`config.mk`:
```
export PLATFORM = sky130hd
export DESIGN_NAME = smbb_xfer_buf
export DESIGN_NICKNAME = d
export VERILOG_FILES = /design/src/rtl/smbb_pkg.sv /design/src/rtl/smbb_store.sv /design/src/rtl/smbb_ctrl.sv /design/src/rtl/smbb_xfer_buf.sv
export SDC_FILE = /design/constraint.sdc
export NUM_CORES = 1
export LEC_CHECK = 0
export BUFFER_PORTS_ARGS = -buffer_cell sky130_fd_sc_hd__buf_2
export CAP_MARGIN = 25
export CORE_MARGIN = 2
export CORE_UTILIZATION = 40
export CTS_CLUSTER_DIAMETER = 100
export DETAILED_ROUTE_END_ITERATION = 6
export SLEW_MARGIN = 25
export SYNTH_ARGS = -nofsm -noshare
export SYNTH_HDL_FRONTEND = slang
export SYNTH_SLANG_ARGS = --single-unit
export TNS_END_PERCENT = 10
```
`constraint.sdc`:
```
create_clock -name clk -period 5.34 [get_ports clk]
set_input_delay 0.801 -clock clk [delete_from_list [all_inputs] [get_ports clk]]
set_output_delay 0.801 -clock clk [all_outputs]
set_load 0.03 [all_outputs]
```
`src/rtl/smbb_pkg.sv`:
```
package smbb_pkg;

  typedef enum logic [1:0] {
    XK_WRITE    = 2'd0,
    XK_READ     = 2'd1,
    XK_I2C_READ = 2'd2,
    XK_BAD      = 2'd3
  } xfer_kind_e;

  typedef struct packed {
    logic busy;
    logic intr;
    logic derr;
    logic bdone;
  } stat_t;

endpackage

```
`src/rtl/smbb_store.sv`:
```
module smbb_store #(
  parameter int DEPTH = 32,
  parameter int DW    = 8,
  parameter int NRD   = 4,
  localparam int AW   = $clog2(DEPTH)
) (
  input  logic              clk,
  input  logic              we,
  input  logic [AW-1:0]     waddr,
  input  logic [DW-1:0]     wdata,
  input  logic [NRD*AW-1:0] raddr,
  output logic [NRD*DW-1:0] rdata
);

  logic [DW-1:0] mem [DEPTH];

  always_ff @(posedge clk) begin
    if (we) begin
      mem[waddr] <= wdata;
    end
  end

  for (genvar g = 0; g < NRD; g++) begin : g_rport
    assign rdata[g*DW +: DW] = mem[raddr[g*AW +: AW]];
  end

endmodule

```
`src/rtl/smbb_ctrl.sv`:
```
module smbb_ctrl
  import smbb_pkg::*;
#(
  parameter int DEPTH = 32,
  parameter int DW    = 8,
  localparam int AW   = $clog2(DEPTH),
  localparam int IW   = $clog2(DEPTH + 1)
) (
  input  logic          clk,
  input  logic          rst_n,
  input  logic          buf_mode,
  input  logic          last_byte,
  input  logic          go,
  input  logic [1:0]    go_kind,
  input  logic          cnt_we,
  input  logic [IW-1:0] cnt_wdata,
  input  logic          bd_wr,
  input  logic [DW-1:0] bd_wdata,
  input  logic          bd_rd,
  input  logic          clr_en,
  input  logic [2:0]    clr_mask,
  input  logic          rd_done,
  input  logic [IW-1:0] rd_count,
  input  logic [DW-1:0] seq_fetch_data,
  input  logic [DW-1:0] port_rd,
  input  logic [DW-1:0] adv_rd,
  input  logic [DW-1:0] head_rd,
  output logic [AW-1:0] port_ra,
  output logic [AW-1:0] adv_ra,
  output logic          c_we,
  output logic [AW-1:0] c_wa,
  output logic [DW-1:0] c_wd,
  output logic [DW-1:0] bd_rdata,
  output logic [IW-1:0] cnt_q,
  output stat_t         stat_q,
  output logic          op_idle,
  output logic          seq_wr_req,
  output logic          seq_rd_req,
  output logic          seq_fetch,
  output logic          seq_last,
  output logic          seq_end,
  output logic [IW-1:0] idx_q
);

  localparam logic [IW-1:0] DEPTH_I = IW'(DEPTH);
  localparam logic [IW-1:0] ONE_I   = IW'(1);

  logic [IW-1:0] idx_d, cnt_d;
  logic [DW-1:0] hold_q, hold_d;
  stat_t         stat_d;
  logic          opd_q, opd_d, i2c_q, i2c_d, dir_q, dir_d, rdw_q, rdw_d;

  logic [IW-1:0] eff_idx, step_idx, adv_raw, adv_idx, base_idx;
  logic          serial_on, clr_bd, rd_dir, upd_en;
  xfer_kind_e    kind;

  assign kind      = xfer_kind_e'(go_kind);
  assign eff_idx   = (idx_q >= DEPTH_I) ? '0 : idx_q;
  assign step_idx  = eff_idx + ONE_I;
  assign adv_raw   = idx_q + ONE_I;
  assign adv_idx   = (adv_raw >= DEPTH_I) ? '0 : adv_raw;
  assign base_idx  = opd_q ? idx_q : '0;
  assign serial_on = !opd_q && (i2c_q || !buf_mode);
  assign clr_bd    = clr_en && clr_mask[2] && stat_q.bdone;
  assign rd_dir    = i2c_q || dir_q;
  assign port_ra   = eff_idx[AW-1:0];
  assign adv_ra    = adv_idx[AW-1:0];
  assign bd_rdata  = (buf_mode && !i2c_q) ? port_rd : hold_q;
  assign op_idle   = opd_q;
  assign upd_en    = go | rd_done | clr_en | bd_wr | bd_rd | cnt_we;

  always_comb begin
    idx_d      = idx_q;
    cnt_d      = cnt_we ? cnt_wdata : cnt_q;
    hold_d     = hold_q;
    opd_d      = opd_q;
    i2c_d      = i2c_q;
    dir_d      = dir_q;
    rdw_d      = rdw_q;
    stat_d     = stat_q;
    c_we       = 1'b0;
    c_wa       = '0;
    c_wd       = hold_q;
    seq_wr_req = 1'b0;
    seq_rd_req = 1'b0;
    seq_fetch  = 1'b0;
    seq_last   = 1'b0;
    seq_end    = 1'b0;
    if (clr_en) begin
      stat_d.intr  = stat_q.intr  & ~clr_mask[0];
      stat_d.derr  = stat_q.derr  & ~clr_mask[1];
      stat_d.bdone = stat_q.bdone & ~clr_mask[2];
    end

    if (go) begin
      rdw_d = 1'b0;
      dir_d = (kind != XK_WRITE);
      if (!opd_q) begin
        idx_d = '0;
        opd_d = 1'b1;
        if (i2c_q) begin
          i2c_d   = 1'b0;
          seq_end = 1'b1;
        end
      end
      if (!stat_q.derr) begin
        unique case (kind)
          XK_WRITE: begin
            if (buf_mode) begin
              idx_d = '0;
              if (base_idx != cnt_q) begin
                stat_d.derr = 1'b1;
              end else begin
                seq_wr_req  = 1'b1;
                opd_d       = 1'b1;
                stat_d.intr = 1'b1;
                stat_d.busy = 1'b0;
              end
            end else begin
              c_we         = 1'b1;
              c_wa         = '0;
              idx_d        = '0;
              opd_d        = 1'b0;
              stat_d.busy  = 1'b1;
              stat_d.bdone = 1'b1;
            end
          end
          XK_READ: begin
            seq_rd_req  = 1'b1;
            rdw_d       = 1'b1;
            stat_d.busy = 1'b1;
          end
          XK_I2C_READ: begin
            seq_fetch    = 1'b1;
            hold_d       = seq_fetch_data;
            i2c_d        = 1'b1;
            opd_d        = 1'b0;
            stat_d.busy  = 1'b1;
            stat_d.bdone = 1'b1;
          end
          default: stat_d.derr = 1'b1;
        endcase
      end
    end else if (rd_done && rdw_q) begin
      rdw_d = 1'b0;
      cnt_d = rd_count;
      idx_d = '0;
      opd_d = 1'b0;
      if (buf_mode) begin
        stat_d.intr = 1'b1;
      end else begin
        hold_d       = head_rd;
        stat_d.bdone = 1'b1;
      end
    end else if (clr_bd && serial_on) begin
      if (!rd_dir) begin
        idx_d = adv_idx;
        if (adv_idx == cnt_q) begin
          seq_wr_req  = 1'b1;
          opd_d       = 1'b1;
          stat_d.intr = 1'b1;
          stat_d.busy = 1'b0;
        end else begin
          c_we         = 1'b1;
          c_wa         = adv_idx[AW-1:0];
          stat_d.bdone = 1'b1;
        end
      end else begin
        if (i2c_q) begin
          seq_fetch = 1'b1;
          hold_d    = seq_fetch_data;
        end else begin
          hold_d = adv_rd;
        end
        if (last_byte) begin
          seq_last    = i2c_q;
          i2c_d       = 1'b0;
          opd_d       = 1'b1;
          idx_d       = '0;
          stat_d.intr = 1'b1;
          stat_d.busy = 1'b0;
        end else begin
          idx_d        = adv_idx;
          stat_d.bdone = 1'b1;
        end
      end
    end else if (bd_wr) begin
      if (buf_mode) begin
        c_we  = 1'b1;
        c_wa  = eff_idx[AW-1:0];
        c_wd  = bd_wdata;
        idx_d = step_idx;
      end else begin
        hold_d = bd_wdata;
      end
    end else if (bd_rd) begin
      if (buf_mode && !i2c_q) begin
        idx_d = step_idx;
        if (!opd_q && step_idx == cnt_q) begin
          idx_d       = '0;
          opd_d       = 1'b1;
          stat_d.busy = 1'b0;
        end
      end
    end
  end

  always_ff @(posedge clk or negedge rst_n) begin
    if (!rst_n) begin
      idx_q  <= '0;
      cnt_q  <= '0;
      hold_q <= '0;
      stat_q <= '0;
      opd_q  <= 1'b1;
      i2c_q  <= 1'b0;
      dir_q  <= 1'b0;
      rdw_q  <= 1'b0;
    end else if (upd_en) begin
      idx_q  <= idx_d;
      cnt_q  <= cnt_d;
      hold_q <= hold_d;
      stat_q <= stat_d;
      opd_q  <= opd_d;
      i2c_q  <= i2c_d;
      dir_q  <= dir_d;
      rdw_q  <= rdw_d;
    end
  end

endmodule

```
`src/rtl/smbb_xfer_buf.sv`:
```
module smbb_xfer_buf
  import smbb_pkg::*;
#(
  parameter int DEPTH = 32,
  parameter int DW    = 8,
  localparam int AW   = $clog2(DEPTH),
  localparam int IW   = $clog2(DEPTH + 1)
) (
  input  logic          clk,
  input  logic          rst_n,
  input  logic          buf_mode,
  input  logic          last_byte,
  input  logic          go,
  input  logic [1:0]    go_kind,
  input  logic          cnt_we,
  input  logic [IW-1:0] cnt_wdata,
  output logic [IW-1:0] cnt_q,
  input  logic          bd_wr,
  input  logic [DW-1:0] bd_wdata,
  input  logic          bd_rd,
  output logic [DW-1:0] bd_rdata,
  input  logic          clr_en,
  input  logic [2:0]    clr_mask,
  output logic          st_busy,
  output logic          st_intr,
  output logic          st_derr,
  output logic          st_bdone,
  output logic          op_idle,
  output logic          seq_wr_req,
  output logic          seq_rd_req,
  output logic          seq_fetch,
  output logic          seq_last,
  output logic          seq_end,
  input  logic [DW-1:0] seq_fetch_data,
  input  logic          fill_we,
  input  logic [AW-1:0] fill_idx,
  input  logic [DW-1:0] fill_data,
  input  logic          rd_done,
  input  logic [IW-1:0] rd_count,
  input  logic [AW-1:0] seq_raddr,
  output logic [DW-1:0] seq_rdata
);

  localparam int NRD = 4;

  logic [AW-1:0]     port_ra, adv_ra, c_wa, m_wa;
  logic [DW-1:0]     c_wd, m_wd;
  logic              c_we, m_we;
  logic [NRD*AW-1:0] m_ra;
  logic [NRD*DW-1:0] m_rd;
  logic [IW-1:0]     idx_q;
  stat_t             stat_q;

  assign m_we = fill_we | c_we;
  assign m_wa = fill_we ? fill_idx  : c_wa;
  assign m_wd = fill_we ? fill_data : c_wd;
  assign m_ra = {seq_raddr, {AW{1'b0}}, adv_ra, port_ra};

  assign st_busy   = stat_q.busy;
  assign st_intr   = stat_q.intr;
  assign st_derr   = stat_q.derr;
  assign st_bdone  = stat_q.bdone;
  assign seq_rdata = m_rd[3*DW +: DW];

  smbb_store #(.DEPTH(DEPTH), .DW(DW), .NRD(NRD)) u_store (
    .clk   (clk),
    .we    (m_we),
    .waddr (m_wa),
    .wdata (m_wd),
    .raddr (m_ra),
    .rdata (m_rd)
  );

  smbb_ctrl #(.DEPTH(DEPTH), .DW(DW)) u_ctrl (
    .clk            (clk),
    .rst_n          (rst_n),
    .buf_mode       (buf_mode),
    .last_byte      (last_byte),
    .go             (go),
    .go_kind        (go_kind),
    .cnt_we         (cnt_we),
    .cnt_wdata      (cnt_wdata),
    .bd_wr          (bd_wr),
    .bd_wdata       (bd_wdata),
    .bd_rd          (bd_rd),
    .clr_en         (clr_en),
    .clr_mask       (clr_mask),
    .rd_done        (rd_done),
    .rd_count       (rd_count),
    .seq_fetch_data (seq_fetch_data),
    .port_rd        (m_rd[0 +: DW]),
    .adv_rd         (m_rd[DW +: DW]),
    .head_rd        (m_rd[2*DW +: DW]),
    .port_ra        (port_ra),
    .adv_ra         (adv_ra),
    .c_we           (c_we),
    .c_wa           (c_wa),
    .c_wd           (c_wd),
    .bd_rdata       (bd_rdata),
    .cnt_q          (cnt_q),
    .stat_q         (stat_q),
    .op_idle        (op_idle),
    .seq_wr_req     (seq_wr_req),
    .seq_rd_req     (seq_rd_req),
    .seq_fetch      (seq_fetch),
    .seq_last       (seq_last),
    .seq_end        (seq_end),
    .idx_q          (idx_q)
  );

endmodule

```
==> results.txt <==
* Wire length on met1: roughly 26000 um
- TritonCTS built the clock tree.
- Max frequency: approximately 200 MHz
* Net count after synthesis: ~1500
- Storage element area: 0.00839 mm2
* Clock transition at path regs: about 0.09 ns
- FF+latch count, synth: ~280
* Max Cap Violations: 0
- After synthesis, the share of cell area in mux cells is between 20% and 30%.
- Of the total synthesized cell area, the portion taken by AND, OR, NAND and NOR gates is between 10% and 20%.
- After detailed placement, the total cell area comes to about 0.019 mm2.
- Setup slack on the worst flop-to-flop path: 0.73 ns
- Max-slew violation count: 0
- Top Family by Delay on Critical Path: simple AND/OR/NAND/NOR gates
* Number of buffers between clock root and the deepest sink: 3
* Area share of fa/ha/maj cells after synthesis: less than 1%
- On the critical path, the stage with the largest delay is an instance of sky130_fd_sc_hd__and2b_2.
- The total overflow left after global routing is 0.
* Die Y-Extent: between 200 and 250 um
* Relative contribution of combinational cells to total power: between 40% and 50%
- Number of H-tree levels: 1
- Class of the tightest hold or removal check: input port to asynchronous set/reset pin
* Initial Utilization: 40.7%
* Sw frac: 40.0%
- Counting the buffers created by CTS gives 31.
* Number of enable-type register cells in the synthesized netlist: around 260
* Total core area: approximately 0.043 mm2
* Worst Path Required: roughly 4.5 ns
- Traced cell by cell, the critical path runs through and2b_2, buf_4, o22ai_1, o21ai_0, mux4_2, nand2_1, a31oi_1, buf_2.
- Vias: ~14000
- The initialized floorplan defines 76 standard-cell rows.
* Share of the clock period used by the worst path: a little over nine tenths
- The worst-case IR drop observed on VDD is between 200 and 300 uV.
- Buffers placed on the I/O ports in this run total 93.
* Master cell of the clock root buffer: sky130_fd_sc_hd__clkbuf_16
- The HPWL after detailed placement is ~48000 um.
* Number of nets in the finished design: roughly 1600
- The count of final hold-check violations came to 0.
- Inserted Diodes: 0
- The first global-routing pass estimated 96200 um of wire.
- In the final layout, the share of cells above drive strength 1 is 27.6%.
- Detailed-routing iteration count for the pre-antenna-repair pass: 5
* Hold_buf cts: 0
- Summed over all nets, the switching power comes to about 3.3 mW.
- Warnings from Yosys: 0
* Final-layout worst hold slack: 0.255 ns
- Measured slew at the worst slew-check pin: around 1.1 ns
- A synthesized cell averages ~12 um2.
- Dividing total power by cell area gives a power density of 412 mW/mm2.
- Together, buffers and inverters on the worst path number 2.
* Critical path startpoint category: register
- Maximum fanout count along the critical path: 35
- The synthesized netlist contains 84 unique library cells.
- For this run, the slowest stage of the critical path takes ~0.97 ns.
* Launching element of the worst setup path: u_ctrl.idx_q[2]$_DFFE_PN0P_
- Before CTS, the worst setup slack after placement is ~0.88 ns.
* Ports placed on the boundary: 94
- Endpoint of the worst setup timing path: bd_rdata[4]
- Element type at the critical path end: primary output
- The run finished with clean final reports.
- RSZ-0062 raised after global routing: false
- Summing internal, switching and leakage power gives roughly 8.2 mW.
* Final WL: 67000 um
- The setup path with the least slack is of type register to primary output.
* Final Cell Area: between 0.02 and 0.025 mm2
- Number of cells produced by synthesis: around 1400
- Gates resized during post-CTS repair numbered 0.
- In this run the critical register-to-register path is launched from u_ctrl.idx_q[1]$_DFFE_PN0P_.
- Mean routed wirelength per cell: approximately 32 um
- For the worst setup path, the data arrival time is ~4.2 ns.
- Counting every sink on the clock net gives roughly 280.
* Most frequent cells in the layout: 256 x sky130_fd_sc_hd__edfxtp_1, 139 x sky130_fd_sc_hd__nand2_1, 132 x sky130_fd_sc_hd__mux4_2
* Routed Antenna Nets: 0
* Sequential area share after synthesis: a little under half
- Setup Buffers After CTS: 0
- The critical path runs through a total of 8 cells.
- Clock network fraction of total power: between 20% and 30%
* Combinational family with the most area after synthesis: multiplexers
* Top layer in use: met5
- For the worst-skew pair, the clock arrives at the later sink with an insertion delay of 0.61 ns.
- Fill cell count: just under 4000
- The number of global-route vias before repair was between 10000 and 15000.
* Total met2 wirelength after detailed routing: 28600 um
- Compared with the post-synthesis result, the final layout area differs by 13.6%.
- DRC violations left: 0
- At the end of routability-driven placement, the weighted congestion stood at approximately 1.
- Summing the areas of all xor and xnor instances in the mapped netlist gives less than 1% of the synthesized area.
- Syn Std Cell Area: between 0.015 and 0.02 mm2
- The most used flip-flop cell after synthesis is sky130_fd_sc_hd__edfxtp_1.
* GRT Overall Usage: around 29%
* Drt via density: between 6 and 7
* Die width: roughly 210 um
- The number of antenna violations at the first check in global routing is 2.
* Maximum number of pins on one net before global-route repair: 69
* Internal power: roughly 5.0 mW
* Worst-case setup margin in the final layout: between 0.3 and 0.4 ns
* Cell depth of the worst flop-to-flop path: 9
* Met3 WL post-DR: about 9000 um
- The routed design could run at a clock period as short as 5.02 ns.
- Area of the multi-input gates: between 0.008 and 0.009 mm2
* Complex-gate fraction of the synthesized area: between 10% and 20%
* Reg2Reg Capture Point: u_store.mem[16][2]$_DFFE_PP_
- Leak: slightly below 7 nW
* Seq pwr share: 32.8%
* Worst clock skew: ~0.035 ns
- Sum Neg Setup Slack: 0 ns
* Worst slew margin: about 29%
- The library cell used most frequently in the layout, excluding fill and tap cells, is sky130_fd_sc_hd__edfxtp_1.
* DR iter-0 viols: between 2000 and 2500
- Setup violations remaining at the end of the flow were counted as 0.
- Full die area: ~0.046 mm2
- Fraction of registers with async set or reset after synthesis: 9.86%
==> flip-flops by register name, indices dropped and copies added, names as in the netlist <==
name / flops
u_ctrl.cnt_q: 6
u_ctrl.idx_q: 6
u_ctrl.op_idle: 1
u_store.mem: 256
u_ctrl.rdw_q: 1
u_ctrl.i2c_q: 1
u_ctrl.stat_q: 4
u_ctrl.dir_q: 1
u_ctrl.hold_q: 8
==> worst min path at each step <==
| stage | startpoint | end | slack [ns] |
|---|---|---|---|
| floorplan | u_ctrl.hold_q[0]$_DFFE_PN0P_ | u_ctrl.hold_q[0]$_DFFE_PN0P_ | 0.50 |
| CTS | rst_n | u_ctrl.idx_q[1]$_DFFE_PN0P_ | 0.26 |
| detailed placement | u_ctrl.stat_q[2]$_DFFE_PN0N_ | u_ctrl.stat_q[2]$_DFFE_PN0N_ | 0.50 |
| finish | rst_n | u_ctrl.idx_q[1]$_DFFE_PN0P_ | 0.25 |
| global placement | u_ctrl.stat_q[2]$_DFFE_PN0N_ | u_ctrl.stat_q[2]$_DFFE_PN0N_ | 0.48 |
| global route | rst_n | u_ctrl.idx_q[1]$_DFFE_PN0P_ | 0.31 |
==> cell families after synthesis <==
family | count (synthesis)
XOR/XNOR | 14
adder cells (fa/ha/maj) | 7
buffers and inverters | 148
AO/OA/AOI/OAI | 349
flip-flops | 284
AND/OR/NAND/NOR | 390
multiplexers | 233
==> per-layer routing <==
layer,GRT usage (%),up-vias
li1,-,5895
met3,6.56,180
met5,0,-
met2,43.3,1222
met1,41.2,7066
met4,14.4,4
==> per-stage QoR <==
stage,cells,utilization [%]
after floorplan,1425,-
after global placement,2041,43.6
after detailed placement,2042,43.7
after CTS,2100,46.1
after global routing,2102,46.2
final,2102,46.2
==> cell usage after synthesis (13+ instances only) <==
library cell	n	area, um2
sky130_fd_sc_hd__a211oi_1	13	97.6
sky130_fd_sc_hd__a21oi_1	39	195
sky130_fd_sc_hd__a31oi_1	26	163
sky130_fd_sc_hd__buf_1	21	78.8
sky130_fd_sc_hd__buf_2	20	100
sky130_fd_sc_hd__clkbuf_1	79	297
sky130_fd_sc_hd__dfrtp_1	27	676
sky130_fd_sc_hd__edfxtp_1	256	7690
sky130_fd_sc_hd__inv_1	14	52.6
sky130_fd_sc_hd__mux2_2	16	180
sky130_fd_sc_hd__mux2i_1	85	851
sky130_fd_sc_hd__mux4_2	132	2970
sky130_fd_sc_hd__nand2_1	139	522
sky130_fd_sc_hd__nand3_1	50	250
sky130_fd_sc_hd__nor2_1	84	315
sky130_fd_sc_hd__nor2b_1	14	87.6
sky130_fd_sc_hd__o211ai_1	39	293
sky130_fd_sc_hd__o21ai_0	73	365
sky130_fd_sc_hd__o221ai_1	14	123
sky130_fd_sc_hd__o22ai_1	32	200
sky130_fd_sc_hd__or3_1	30	188
==> worst register-to-register path, cell delays in order (launching register included) <==
cell                       delay (ns)
sky130_fd_sc_hd__dfrtp_1         0.59
sky130_fd_sc_hd__ha_1            0.60
sky130_fd_sc_hd__xnor2_4         0.27
sky130_fd_sc_hd__nand2_1         0.37
sky130_fd_sc_hd__a311o_1         0.47
sky130_fd_sc_hd__a222oi_1        0.30
sky130_fd_sc_hd__buf_4           0.26
sky130_fd_sc_hd__o41ai_1         0.13
sky130_fd_sc_hd__a311o_2         0.54
sky130_fd_sc_hd__nor2_1          0.67
==> power groups by stage <==
stage / registers [mW] / clock network (mW) / logic, mW
after floorplan: 2.70 / 0 / 2.05
after global placement: 2.74 / 0 / 3.18
after detailed placement: 2.75 / 0 / 3.20
after CTS: 2.70 / 2.23 / 3.21
after global routing: 2.71 / 2.32 / 3.44
final: 2.71 / 2.21 / 3.33
==> area by class of cell <==
cell class / instances / area share (%)
Tap cell: 585 / 3.66
Inverter: 16 / 0.300
Clock buffer: 31 / 3.88
Clock inverter: 27 / 1.34
Timing Repair Buffer: 166 / 5.57
Multi-Input combinational cell: 993 / 43.3
Sequential cell: 284 / 42.0
(Power assumes the default switching activity.)
